### src/rtl/dsk_pkg.sv
package dsk_pkg;

   typedef enum logic [1:0] {
      ST_WAIT = 2'd0,
      ST_RUN  = 2'd1,
      ST_DONE = 2'd2,
      ST_IDLE = 2'd3
   } dsk_state_e;

endpackage

### src/rtl/dsk_pulse_filter.sv
module dsk_pulse_filter #(
   parameter int unsigned LIM = 5
) (
   input  logic clk,
   input  logic rst_n,
   input  logic ctl_lvl,
   output logic low_long
);

   localparam int unsigned LW = $clog2(LIM + 1);

   logic [LW-1:0] lowcnt_q;

   // counts consecutive low samples, saturating at LIM
   always_ff @(posedge clk or negedge rst_n) begin
      if (!rst_n)
         lowcnt_q <= '0;
      else if (ctl_lvl)
         lowcnt_q <= '0;
      else if (lowcnt_q != LW'(LIM))
         lowcnt_q <= lowcnt_q + 1'b1;
   end

   assign low_long = (lowcnt_q == LW'(LIM));


   lowcnt_sat_chk: assert property (@(posedge clk) disable iff (!rst_n)
      lowcnt_q <= LW'(LIM));


   short_reset_chk: assert property (@(posedge clk) disable iff (!rst_n)
      ctl_lvl |=> (lowcnt_q == '0));

endmodule

### src/rtl/dsk_seq.sv
module dsk_seq
   import dsk_pkg::*;
#(
   parameter int unsigned WIN_LEN = 4096
) (
   input  logic clk,
   input  logic rst_n,
   input  logic pll_locked,
   input  logic ctl_lvl,
   input  logic low_long,
   output logic clr,
   output logic acc,
   output logic load,
   output logic busy
);

   localparam int unsigned WW = (WIN_LEN > 2) ? $clog2(WIN_LEN) : 1;
   localparam logic [WW-1:0] LAST = WW'(WIN_LEN - 1);

   dsk_state_e    state_q, state_d;
   logic [WW-1:0] wcnt_q;
   logic          busy_q, busy_d;

   always_comb begin
      state_d = state_q;
      busy_d  = busy_q;
      unique case (state_q)
         ST_WAIT: begin
            busy_d = 1'b1;
            if (pll_locked)
               state_d = ST_RUN;
         end
         ST_RUN: begin
            busy_d = 1'b1;
            if (low_long && ctl_lvl)
               state_d = ST_WAIT;
            else if (wcnt_q == LAST)
               state_d = ST_DONE;
         end
         ST_DONE: begin
            if (low_long) begin
               state_d = ST_WAIT;
               busy_d  = 1'b1;
            end else begin
               state_d = ST_IDLE;
               busy_d  = 1'b0;
            end
         end
         ST_IDLE: begin
            if (low_long) begin
               state_d = ST_WAIT;
               busy_d  = 1'b1;
            end else begin
               busy_d  = 1'b0;
            end
         end
         default: begin
            state_d = ST_WAIT;
            busy_d  = 1'b1;
         end
      endcase
   end

   always_ff @(posedge clk or negedge rst_n) begin
      if (!rst_n) begin
         state_q <= ST_WAIT;
         busy_q  <= 1'b1;
         wcnt_q  <= '0;
      end else begin
         state_q <= state_d;
         busy_q  <= busy_d;
         if (state_q == ST_RUN && state_d == ST_RUN)
            wcnt_q <= wcnt_q + 1'b1;
         else
            wcnt_q <= '0;
      end
   end

   assign clr  = (state_q == ST_WAIT);
   assign acc  = (state_q == ST_RUN);
   assign load = (state_q == ST_DONE);
   assign busy = busy_q;


   wcnt_idle_chk: assert property (@(posedge clk) disable iff (!rst_n)
      (state_q != ST_RUN) |-> (wcnt_q == '0));


   busy_fall_chk: assert property (@(posedge clk) disable iff (!rst_n)
      $fell(busy_q) |-> ($past(state_q) == ST_DONE));


   lock_wait_chk: assert property (@(posedge clk) disable iff (!rst_n)
      (state_q == ST_WAIT && !pll_locked) |=> (state_q == ST_WAIT && busy_q));

endmodule

### src/rtl/dsk_edge_tally.sv
module dsk_edge_tally #(
   parameter int unsigned PHASES  = 8,
   parameter int unsigned WIN_LEN = 4096
) (
   input  logic                        clk,
   input  logic                        rst_n,
   input  logic                        clr,
   input  logic                        acc,
   input  logic                        load,
   input  logic [PHASES-1:0]           os_word,
   output logic [$clog2(PHASES)-1:0]   phase_sel
);

   localparam int unsigned CW   = $clog2(WIN_LEN + 1);
   localparam int unsigned PSW  = $clog2(PHASES);
   localparam int unsigned HALF = PHASES / 2;

   logic [PHASES-1:0] edge_v;
   logic [CW-1:0]     cnt_q [PHASES];
   logic [PSW-1:0]    best_idx;
   logic [CW-1:0]     best_cnt;
   logic [PSW-1:0]    phase_q;

   for (genvar p = 0; p < PHASES; p++) begin : g_phase
      // change between sample p-1 and sample p, wrapping inside the word
      assign edge_v[p] = os_word[p] ^ os_word[(p + PHASES - 1) % PHASES];

      always_ff @(posedge clk or negedge rst_n) begin
         if (!rst_n)
            cnt_q[p] <= '0;
         else if (clr)
            cnt_q[p] <= '0;
         else if (acc && edge_v[p])
            cnt_q[p] <= cnt_q[p] + 1'b1;
      end


      cnt_bound_chk: assert property (@(posedge clk) disable iff (!rst_n)
         cnt_q[p] <= CW'(WIN_LEN));
   end

   // strict compare keeps the lowest index on ties
   always_comb begin
      best_idx = '0;
      best_cnt = cnt_q[0];
      for (int i = 1; i < PHASES; i++) begin
         if (cnt_q[i] > best_cnt) begin
            best_cnt = cnt_q[i];
            best_idx = PSW'(i);
         end
      end
   end

   always_ff @(posedge clk or negedge rst_n) begin
      if (!rst_n)
         phase_q <= '0;
      else if (load)
         phase_q <= best_idx + PSW'(HALF);
   end

   assign phase_sel = phase_q;


   sel_hold_chk: assert property (@(posedge clk) disable iff (!rst_n)
      !$past(load) |-> $stable(phase_q));

endmodule

### src/rtl/deskew_cal_ctrl.sv
module deskew_cal_ctrl
   import dsk_pkg::*;
#(
   parameter int unsigned LANES     = 4,
   parameter int unsigned PHASES    = 8,
   parameter int unsigned WIN_LEN   = 4096,
   parameter int unsigned PULSE_MIN = 5
) (
   input  logic                              clk,
   input  logic                              rst_n,
   input  logic                              strobe_ctl,
   input  logic                              pll_locked,
   input  logic [LANES*PHASES-1:0]           os_bits,
   output logic [LANES*$clog2(PHASES)-1:0]   phase_sel,
   output logic [LANES-1:0]                  lane_data,
   output logic                              cal_busy
);

   localparam int unsigned PSW = $clog2(PHASES);

   if (PHASES < 4 || (PHASES & (PHASES - 1)) != 0) begin : g_bad_phases
      $error("PHASES must be a power of two of at least 4");
   end
   if (LANES < 1) begin : g_bad_lanes
      $error("LANES must be at least 1");
   end
   if (WIN_LEN < 2) begin : g_bad_win
      $error("WIN_LEN must be at least 2");
   end
   if (PULSE_MIN < 1) begin : g_bad_pulse
      $error("PULSE_MIN must be at least 1");
   end

   logic low_long;
   logic clr, acc, load, busy;

   dsk_pulse_filter #(.LIM(PULSE_MIN)) u_filter (
      .clk      (clk),
      .rst_n    (rst_n),
      .ctl_lvl  (strobe_ctl),
      .low_long (low_long)
   );

   dsk_seq #(.WIN_LEN(WIN_LEN)) u_seq (
      .clk        (clk),
      .rst_n      (rst_n),
      .pll_locked (pll_locked),
      .ctl_lvl    (strobe_ctl),
      .low_long   (low_long),
      .clr        (clr),
      .acc        (acc),
      .load       (load),
      .busy       (busy)
   );

   for (genvar l = 0; l < LANES; l++) begin : g_lane
      logic [PHASES-1:0] word;
      logic [PSW-1:0]    sel;

      assign word = os_bits[l*PHASES +: PHASES];

      dsk_edge_tally #(.PHASES(PHASES), .WIN_LEN(WIN_LEN)) u_tally (
         .clk       (clk),
         .rst_n     (rst_n),
         .clr       (clr),
         .acc       (acc),
         .load      (load),
         .os_word   (word),
         .phase_sel (sel)
      );

      assign phase_sel[l*PSW +: PSW] = sel;
      assign lane_data[l] = busy ? 1'b0 : word[sel];
   end

   assign cal_busy = busy;


   short_ignore_chk: assert property (@(posedge clk) disable iff (!rst_n)
      (!cal_busy && !low_long) |=> !cal_busy);


   held_low_busy_chk: assert property (@(posedge clk) disable iff (!rst_n)
      $past(low_long) |-> cal_busy);

endmodule

### config.mk
export PLATFORM = sky130hd
export DESIGN_NAME = deskew_cal_ctrl
export DESIGN_NICKNAME = d
export VERILOG_FILES = /design/src/rtl/dsk_pkg.sv /design/src/rtl/dsk_pulse_filter.sv /design/src/rtl/dsk_seq.sv /design/src/rtl/dsk_edge_tally.sv /design/src/rtl/deskew_cal_ctrl.sv
export SDC_FILE = /design/constraint.sdc
export NUM_CORES = 2
export LEC_CHECK = 0
export BUFFER_PORTS_ARGS = -buffer_cell sky130_fd_sc_hd__buf_2
export CAP_MARGIN = 40
export CORE_UTILIZATION = 65
export CTS_BUF_LIST = sky130_fd_sc_hd__clkbuf_16
export CTS_CLUSTER_DIAMETER = 100
export DETAILED_ROUTE_END_ITERATION = 6
export PLACE_DENSITY = 0.82
export SETUP_SLACK_MARGIN = 0.4
export SLEW_MARGIN = 20
export SYNTH_ARGS = -nofsm -noshare
export SYNTH_HDL_FRONTEND = slang
export SYNTH_SLANG_ARGS = --single-unit
### constraint.sdc
create_clock -name clk -period 39.6 [get_ports clk]
set_input_delay 3.96 -clock clk [delete_from_list [all_inputs] [get_ports clk]]
set_output_delay 3.96 -clock clk [all_outputs]
set_load 0.1 [all_outputs]
==> out/qor.yml <==
synth_edf_count: 0
cts_setup_buffers: 0
fill_cells: 4301
reg2reg_depth: 82
clock_sinks: 446
worst_pin_slew_ns: 0.886
rrSetupSlack_ns: 21.30
firstDrtPassIters: 6
r2r_end: "g_lane[3].u_tally.phase_sel[2]"
dpl-instance-area_um2: 36300
reg2reg_from: "g_lane[3].u_tally.cnt_q[79]"
synth_top_area_frac: 0.315
seqCellArea_um2: 11200
dieArea_um2: 55300
synth_most_common_cell: "nor2_1"
gp_congestion: 0.939
die_x_um: 235
synth-seq-cells: 446
cap_violations: 0
place_hpwl_um: 64000
yosys-top-cells-count: "478 x nor2_1, 445 x dfrtp_1, 388 x nand2_1"
timing.hold.ws_ns: 0.488
netlist_top_cells_area: "dfrtp_1 32%, ha_1 13%, nor2_1 5.1%"
portBuffers: 52
avgViaCountPerCell: 6.23
syn2layout_area_growth_pct: 7.87
drc: 0
clockBufferDepth: 3
critical_path.max_fanout: 19
synth_cell_types: 100
fin_worst_skew_ns: 0.0128
hold_depth: 1
grt_max_degree: 167
gr-total-overflow: 0
cp.required_ns: 40.09
min_to: "u_seq.wcnt_q[0]"
antenna_found_initial: 0
initial_utilization: 0.657
critPathMaxStageDelay_ns: 0.73
wl_per_cell_um: 17.6
antenna_cells: 0
clk_pin_slew_ns: 0.06
grt_pass1_vias: 30200
avgSynthCellArea_um2: 8.31
relSlewSlack: 0.410
cp-end-kind: "register"
layout.nets: 4667
vias: 31200
cts_tree: "built"
row_count: 85
final_area_um2: 38100
ys.warnings.count: 0
crit_path_frequent_cell: "o21a_1"
htree_num_levels: 2
drtAntennaViolNets: 0
hold_viol: 0
syn_area_um2: 35300
netlist_instances: 4251
die_y_um: 235
status: "completed"
multi_input_area_um2: 22600
routed_wl_um: 87900
crit_slowest_cell: "o41a_1"
root_buffer: "clkbuf_16"
crit_arrival_ns: 18.79
numCtsBuffers: 52
min_period_over_period: 0.462
start_kind: "register"
coreArea_um2: 53800
ctsResizeCount: 0
rsz0062_at_grt: "no"
drive_above_1_share: 0.0780
gr-usage-all-layers: 0.321
min_path_type: "reg -> reg"
drtIter0Drc: 2587
finalSetupViolations: 0
io_pins: 53
setup.worst_path.class: "reg -> reg"
holdBufCountCts: 0
synth-seq-area-share: 0.316
hold_start: "u_seq.wcnt_q[0]"
synthFlopType: "dfrtp_1"
fmax_mhz: 54.7
tns_ns: 0
drv_slew: 0
grt_pass1_wl_um: 149000
syn_nets: 4654
fin_crit_ns: 18.30
clock_latency_ns: 0.61
yosys.area.top_type: "dfrtp_1"
synthArstFlopShare: 1.00
[cells in the final DEF, fill, tap and decap left out, types with 94 or more instances in the layout]
| cell | Yosys | final |
|---|---|---|
| a21oi_1 | 237 | 237 |
| dfrtp_1 | 445 | 445 |
| ha_1 | 367 | 367 |
| inv_1 | 283 | 284 |
| mux2_2 | 94 | 94 |
| mux2i_1 | 98 | 98 |
| nand2_1 | 388 | 388 |
| nand3_1 | 269 | 269 |
| nand4_1 | 123 | 123 |
| nor2_1 | 478 | 477 |
| o21ai_0 | 316 | 316 |
| xnor2_1 | 132 | 132 |
| xor2_1 | 119 | 119 |
[kinds of logic after synthesis]
family	share of synthesized area
xor gates and xnor gates	0.0622
buffers and inverters	0.0451
and+or+nand+nor	0.229
AOI/OAI and AO/OA	0.155
DFF	0.316
adders and majority gates	0.130
muxes	0.0628
[flip-flops by register name, summed over array words and instances (netlist names)]
signal                    flops
u_filter.lowcnt_q             3
u_seq.state_q                 2
u_seq.busy                    1
u_seq.wcnt_q                 12
g_lane.u_tally.cnt_q        416
g_lane.u_tally.phase_sel     12
[layer usage]
layer	GRT usage	vias to the layer above	wire length [µm]
met1	0.437	15000	39700
met2	0.529	856	40800
met5	0	-	0
met4	0.118	0	2740
met3	0.0373	162	4750
li1	-	15200	-
[how the worst max path moves through the flow]
stage / from / to / slack, ns / cells after the start
2_1_floorplan: g_lane[3].u_tally.cnt_q[94] / g_lane[3].u_tally.phase_sel[2] / 23.76 / 84
3_3_place_gp: g_lane[3].u_tally.cnt_q[79] / g_lane[3].u_tally.phase_sel[1] / 21.78 / 83
3_5_place_dp: g_lane[3].u_tally.cnt_q[79] / g_lane[3].u_tally.phase_sel[2] / 21.58 / 83
4_1_cts: g_lane[0].u_tally.cnt_q[94] / g_lane[0].u_tally.phase_sel[1] / 21.45 / 90
5_1_grt: g_lane[3].u_tally.cnt_q[79] / g_lane[3].u_tally.phase_sel[2] / 19.71 / 83
6_report: g_lane[3].u_tally.cnt_q[79] / g_lane[3].u_tally.phase_sel[2] / 21.30 / 82
[per-stage QoR]
step / setup slack [ns] / instances / util
after floorplan: 23.76 / 4251 / -
after global placement: 21.78 / 4895 / 0.673
after detailed placement: 21.58 / 4900 / 0.674
after CTS: 21.45 / 4996 / 0.707
after global routing: 19.71 / 5002 / 0.708
final: 21.30 / 5002 / 0.708
[worst max-delay path, delay by kind of cell, from the launching register on]
family | cells | cell delay [ns]
AND/OR/NAND/NOR | 26 | 4.22
multiplexers | 5 | 1.55
AO/OA/AOI/OAI | 37 | 8.77
adder cells (fa/ha/maj) | 7 | 1.79
flip-flops | 1 | 0.44
buffers and inverters | 7 | 1.40
[final cells by class]
class / count / area share
clock inverter: 43 / 0.0115
sequential: 446 / 0.293
multi-input combinational: 3387 / 0.593
tap: 696 / 0.0228
timing repair buffer: 92 / 0.0167
clock buffer: 53 / 0.0348
inverter: 285 / 0.0281
Power is left out: the tool's default activity adds up to more than one toggle a clock period on the data nets, which glitch-free logic cannot reach.
